[config.mk]
export PLATFORM = sky130hd
export DESIGN_NAME = uart_flow_buffer
export DESIGN_NICKNAME = d
export VERILOG_FILES = /design/src/rtl/uart_fc_pkg.sv /design/src/rtl/ufb_fifo.sv /design/src/rtl/ufb_flow_ctrl.sv /design/src/rtl/uart_flow_buffer.sv
export SDC_FILE = /design/constraint.sdc
export NUM_CORES = 1
export LEC_CHECK = 0
export ABC_AREA = 1
export BUFFER_PORTS_ARGS = -buffer_cell sky130_fd_sc_hd__buf_2
export CAP_MARGIN = 20
export CORE_MARGIN = 2
export CORE_UTILIZATION = 55
export CTS_BUF_LIST = sky130_fd_sc_hd__clkbuf_2 sky130_fd_sc_hd__clkbuf_4 sky130_fd_sc_hd__clkbuf_8
export DETAILED_ROUTE_END_ITERATION = 6
export PLACE_DENSITY = 0.76
export REMOVE_ABC_BUFFERS = 1
export SLEW_MARGIN = 20
export SYNTH_ARGS = -nofsm -noshare
export SYNTH_HDL_FRONTEND = slang
export SYNTH_HIERARCHICAL = 1
export SYNTH_SLANG_ARGS = --single-unit
[constraint.sdc]
create_clock -name clk -period 8.1 [get_ports clk]
set_clock_uncertainty 0.15 [all_clocks]
set_input_delay 0.405 -clock clk [delete_from_list [all_inputs] [get_ports clk]]
set_output_delay 0.405 -clock clk [all_outputs]
set_load 0.02 [all_outputs]
[src/rtl/uart_fc_pkg.sv]
package uart_fc_pkg;
  localparam logic [7:0] XON_CODE  = 8'h11;
  localparam logic [7:0] XOFF_CODE = 8'h13;
  typedef logic [7:0] byte_t;
endpackage

[src/rtl/ufb_fifo.sv]
module ufb_fifo #(
  parameter int WIDTH = 8,
  parameter int DEPTH = 64,
  localparam int AW = (DEPTH > 1) ? $clog2(DEPTH) : 1,
  localparam int CW = $clog2(DEPTH + 1)
) (
  input  logic             clk,
  input  logic             rst,
  input  logic             push,
  input  logic [WIDTH-1:0] wdata,
  input  logic             pop,
  output logic [WIDTH-1:0] rdata,
  output logic [CW-1:0]    count
);
  logic [WIDTH-1:0] mem [DEPTH];
  logic [AW-1:0] wptr, rptr;
  logic push_ok, pop_ok;

  assign push_ok = push && (count != CW'(DEPTH));
  assign pop_ok  = pop && (count != '0);
  assign rdata   = mem[rptr];

  // storage has no reset so it can map onto RAM
  always_ff @(posedge clk) begin
    if (push_ok) mem[wptr] <= wdata;
  end

  always_ff @(posedge clk) begin
    if (rst) begin
      wptr  <= '0;
      rptr  <= '0;
      count <= '0;
    end else begin
      if (push_ok) wptr <= (wptr == AW'(DEPTH - 1)) ? '0 : wptr + 1'b1;
      if (pop_ok)  rptr <= (rptr == AW'(DEPTH - 1)) ? '0 : rptr + 1'b1;
      case ({push_ok, pop_ok})
        2'b10:   count <= count + 1'b1;
        2'b01:   count <= count - 1'b1;
        default: count <= count;
      endcase
    end
  end
endmodule

[src/rtl/ufb_flow_ctrl.sv]
module ufb_flow_ctrl
  import uart_fc_pkg::*;
#(
  parameter int DEPTH     = 64,
  parameter int XOFF_FREE = 10,
  parameter int XON_FREE  = 20,
  localparam int CW = $clog2(DEPTH + 1)
) (
  input  logic          clk,
  input  logic          rst,
  input  logic          flow_en,
  input  logic          rx_valid,
  input  byte_t         rx_data,
  input  logic [CW-1:0] rx_count,
  input  logic          ctrl_take,
  output logic          rx_store,
  output logic          paused,
  output logic          ctrl_pend,
  output byte_t         ctrl_char
);
  logic is_ctrl, xoff_sent, need_xoff, need_xon;
  logic [CW-1:0] free_slots;

  always_comb begin
    is_ctrl    = flow_en && (rx_data == XON_CODE || rx_data == XOFF_CODE);
    rx_store   = rx_valid && !is_ctrl;
    free_slots = CW'(DEPTH) - rx_count;
    need_xoff  = !xoff_sent && (free_slots <= CW'(XOFF_FREE));
    need_xon   = xoff_sent && (free_slots > CW'(XON_FREE));
  end

  always_ff @(posedge clk) begin
    if (rst) begin
      paused    <= 1'b0;
      xoff_sent <= 1'b0;
      ctrl_pend <= 1'b0;
      ctrl_char <= XOFF_CODE;
    end else if (!flow_en) begin
      paused    <= 1'b0;
      xoff_sent <= 1'b0;
      ctrl_pend <= 1'b0;
    end else begin
      if (rx_valid && is_ctrl) paused <= (rx_data == XOFF_CODE);
      if (need_xoff) begin
        ctrl_pend <= 1'b1;
        ctrl_char <= XOFF_CODE;
        xoff_sent <= 1'b1;
      end else if (need_xon) begin
        ctrl_pend <= 1'b1;
        ctrl_char <= XON_CODE;
        xoff_sent <= 1'b0;
      end else if (ctrl_take) begin
        ctrl_pend <= 1'b0;
      end
    end
  end
endmodule

[src/rtl/uart_flow_buffer.sv]
module uart_flow_buffer
  import uart_fc_pkg::*;
#(
  parameter int DEPTH     = 64,
  parameter int XOFF_FREE = 10,
  parameter int XON_FREE  = 20
) (
  input  logic       clk,
  input  logic       rst,
  input  logic       flow_en,
  input  logic       host_wr_valid,
  input  logic [7:0] host_wr_data,
  output logic       host_wr_ready,
  input  logic       host_rd_ready,
  output logic       host_rd_valid,
  output logic [7:0] host_rd_data,
  input  logic       rx_valid,
  input  logic [7:0] rx_data,
  input  logic       tx_ready,
  output logic       tx_valid,
  output logic [7:0] tx_data,
  output logic       tx_paused,
  output logic       overrun
);
  localparam int CW = $clog2(DEPTH + 1);

  logic [CW-1:0] tx_count, rx_count;
  byte_t tx_head, ctrl_char;
  logic tx_empty, rx_full, rx_store, paused, ctrl_pend;
  logic slot_ctrl, slot_data;

  assign tx_empty = (tx_count == '0);
  assign rx_full  = (rx_count == CW'(DEPTH));

  ufb_fifo #(.WIDTH(8), .DEPTH(DEPTH)) tx_q_i (
    .clk(clk), .rst(rst),
    .push(host_wr_valid), .wdata(host_wr_data),
    .pop(slot_data), .rdata(tx_head), .count(tx_count)
  );

  ufb_fifo #(.WIDTH(8), .DEPTH(DEPTH)) rx_q_i (
    .clk(clk), .rst(rst),
    .push(rx_store), .wdata(rx_data),
    .pop(host_rd_ready), .rdata(host_rd_data), .count(rx_count)
  );

  ufb_flow_ctrl #(.DEPTH(DEPTH), .XOFF_FREE(XOFF_FREE), .XON_FREE(XON_FREE)) fc_i (
    .clk(clk), .rst(rst), .flow_en(flow_en),
    .rx_valid(rx_valid), .rx_data(rx_data), .rx_count(rx_count),
    .ctrl_take(slot_ctrl), .rx_store(rx_store), .paused(paused),
    .ctrl_pend(ctrl_pend), .ctrl_char(ctrl_char)
  );

  // control byte outranks data and ignores the pause
  assign slot_ctrl = tx_ready && ctrl_pend;
  assign slot_data = tx_ready && !ctrl_pend && !paused && !tx_empty;

  always_ff @(posedge clk) begin
    if (rst) begin
      tx_valid <= 1'b0;
      tx_data  <= '0;
      overrun  <= 1'b0;
    end else begin
      tx_valid <= slot_ctrl || slot_data;
      if (slot_ctrl)      tx_data <= ctrl_char;
      else if (slot_data) tx_data <= tx_head;
      if (rx_store && rx_full) overrun <= 1'b1;
    end
  end

  assign host_wr_ready = (tx_count != CW'(DEPTH));
  assign host_rd_valid = (rx_count != '0);
  assign tx_paused     = paused;
endmodule

==> impl_metrics.json <==
{
  "worstReg2RegEnd": "tx_data[7]$_SDFFE_PP0P_",
  "htree_levels": 4,
  "grt_use_total_pct": 25.1,
  "p_per_area_mw_per_mm2": 298,
  "ys_top_cells_by_count": "1467 x nand2_1, 1024 x edfxtp_1, 923 x nand3_1, 180 x nor2_1, 113 x buf_2",
  "die_y_um": 293,
  "ys_seq_area_share_pct": 69.6,
  "drtIter0Drc": 3662,
  "num_rows": 106,
  "yosys_register_bits": 1088,
  "place_hpwl_um": 61600,
  "holdPathEnd": "tx_q_i/mem[6][0]$_DFFE_PP_",
  "post_cts_buffers": 0,
  "core_area_mm2": 0.0833,
  "cp.required_ns": 7.55,
  "path_cells": "inv_6 > buf_4 > nand2_1 > nand3_1 > nand3_1 > nand2_1 > nand2_1 > nand3_1 > nand3_1 > nand2_1 > buf_2",
  "tritoncts": "yes",
  "cap_violations": 0,
  "portBuffers": 43,
  "cts_buffers": 169,
  "switching_share_pct": 34.4,
  "avgRoutedWirePerCell_um": 20.0,
  "worstHoldStart": "host_wr_data[0]",
  "grt_max_degree": 135,
  "synthArstFlopShare_pct": 0,
  "vias": 31200,
  "worstSetupEndpointType": "output pin",
  "fin_crit_sh_pct": 59.3,
  "grt-ovfl-total": 0,
  "max_stage_delay_ns": 0.72,
  "grt_pass1_vias": 29600,
  "ys.flop_type": "edfxtp_1",
  "whs_path_depth": 1,
  "syn_avg_cell_area_um2": 11.0,
  "setup_violations": 0,
  "criticalPathCategory": "register to output pin",
  "hold_violations": 0,
  "start_util_pct": 55.2,
  "fmax_mhz": 208,
  "synth_area_mm2": 0.0460,
  "synth_cell_types": 39,
  "synth_top_area_share_pct": 66.9,
  "grt_pass1_wl_um": 165000,
  "seqPwrFrac_pct": 43.8,
  "globalplace.congestion": 0.938,
  "worst_slew_pin_slew_ns": 1.13,
  "cts_buffer_depth": 3,
  "hold_path.class": "input port to register",
  "r2r_setup_slack_ns": 4.39,
  "combPwrFrac_pct": 26.4,
  "synthToLayoutAreaGrowth_pct": 7.94,
  "p_int_mw": 9.69,
  "crit_buf_inv": 3,
  "yosysWarnings": 6,
  "ir_drop_v": 0.000247,
  "setup_tns_ns": 0,
  "p_leak_nw": 18.2,
  "reg2reg_depth": 14,
  "startpoint_type": "register",
  "slew_headroom_pct": 24.9,
  "cp_max_fo": 113,
  "pin_count": 44,
  "drtAntennaViolNets": 0,
  "ctsResizeCount": 0,
  "ys_top_cells_by_area": "edfxtp_1 67%, nand2_1 12%, nand3_1 10%",
  "critPathArrivalTime_ns": 4.25,
  "drv_slew": 0,
  "netlist_instances": 4165,
  "pre_cts_ws_ns": 3.85,
  "cts_sinks": 1088,
  "crit_family": "buffers and inverters",
  "status": "complete, no violations",
  "route.detailed.drc": 0,
  "p_sw_mw": 5.08,
  "critPathSlowestCell": "inv_6",
  "first_pass_iters": 6,
  "fin_nets": 4233,
  "antenna_found_initial": 3,
  "postRouteWirelength_um": 108000,
  "fin_crit_ns": 4.80,
  "fin_ws_ns": 3.30,
  "insertion_delay_ns": 0.83,
  "drive_gt1_share_pct": 9.19,
  "viasPerCell": 5.76,
  "cts_root_buf": "clkbuf_8",
  "yosysTopAreaCell": "edfxtp_1",
  "dieArea_mm2": 0.0860,
  "yosysMostFrequentCell": "nand2_1",
  "synth_edf_count": 1024,
  "die_w_um": 293,
  "cts.clk_slew.worst_paths_ns": 0.06,
  "rsz0062_at_grt": "no",
  "p_clk_share_pct": 29.8
}
-- per-stage QoR --
stage               instances  area, µm²  util (%)  power, mW  hold WS, ns
global route             5413      49600      59.6       15.5       0.0120
finish                   5413      49600      59.6       14.8      0.00197
detailed placement       5095      46300      55.6       10.4        0.285
global placement         5095      46300      55.6       10.3        0.286
floorplan                3932      44400         -       9.35        0.269
CTS                      5412      49600      59.6       14.8       0.0371
-- worst reg2reg max path, stage by stage (launching register included) --
cell and delay (ns):
dfxtp_4 0.36, buf_4 0.59, buf_4 0.96, nand2_1 0.18, nand3_1 0.15, nand3_1 0.08, nand2_1 0.15, nand2_1 0.07
nand3_1 0.11, nand3_1 0.22, nand2_1 0.21, nand2_1 0.10, nand2_1 0.15, a21oi_2 0.05, nor2_1 0.12
-- power groups by stage --
stage / logic (mW) / registers, mW / clock network, mW
after floorplan: 2.59 / 6.77 / 0
after global placement: 3.73 / 6.58 / 0
after detailed placement: 3.82 / 6.59 / 0
after CTS: 3.85 / 6.47 / 4.47
after global routing: 4.32 / 6.49 / 4.69
final: 3.90 / 6.47 / 4.40
-- cell families (layout without fill, tap and decap cells) --
logic type	after synthesis	count (layout)	share of synthesized area, %
AND/OR/NAND/NOR	2624	2624	24.3
flip-flops	1088	1088	69.6
buffers and inverters	357	519	4.55
AO/OA/AOI/OAI	68	68	0.862
XOR/XNOR	14	14	0.267
adder cells (fa/ha/maj)	12	12	0.326
other	2	8	0.0163
-- cells in the final DEF, fill, tap and decap left out, drive strengths merged, types with 21 or more instances in the layout --
cell type	instances
a21oi	41
buf	83
clkbuf	227
clkinv	67
dfxtp	64
edfxtp	1024
inv	125
nand2	1473
nand3	925
nand4	21
nor2	191
o21ai	21
-- layer usage --
metal / vias up / part of all wire [%] / GRT usage, %
met2: 1642 / 46 / 38.7
met5: - / 0.020 / 0
met1: 14800 / 40 / 34.2
met4: 4 / 3.3 / 10.1
li1: 14500 / - / -
met3: 257 / 11 / 6.51
-- flip-flops by register name, indices dropped and copies added (netlist names), named ones only --
| register | cells |
|---|---|
| tx_valid | 1 |
| rx_q_i/count | 7 |
| fc_i/xoff_sent | 1 |
| overrun | 1 |
| fc_i/ctrl_char | 1 |
| fc_i/paused | 1 |
| tx_q_i/mem | 512 |
| tx_q_i/rptr | 6 |
| tx_data | 8 |
| rx_q_i/mem | 512 |
| rx_q_i/rptr | 6 |
| fc_i/ctrl_pend | 1 |
| tx_q_i/count | 7 |
| rx_q_i/wptr | 6 |
| tx_q_i/wptr | 6 |
-- final cells by class --
type,count,area [µm²]
fillers,6468,33600
clock buffers,227,2800
multi-input cells,2725,11900
repair buffers,95,638
flip-flops and latches,1088,32000
clock inverters,78,448
well taps,1080,1350
diodes,1,2.50
inverters,119,462
-- worst max path at each step --
stage	start	endpoint	slack, ns	cells past startpoint
2_1_floorplan	register	host_rd_data[2]	0.30	9
3_3_place_gp	rx_data[7]	rx_q_i/mem[14][4]$_DFFE_PP_	3.92	9
3_5_place_dp	rx_data[7]	rx_q_i/mem[14][1]$_DFFE_PP_	3.85	9
5_1_grt	register	host_rd_data[6]	3.14	11
4_1_cts	register	host_rd_data[7]	3.43	11
6_report	register	host_rd_data[7]	3.30	11
-- what timing repair did --
item / in CTS / in global routing
hold buffers: 12 / 0
setup endpoints to repair: 0 / 0
hold endpoints to repair: 182 / 0
(Power assumes the default switching activity.)
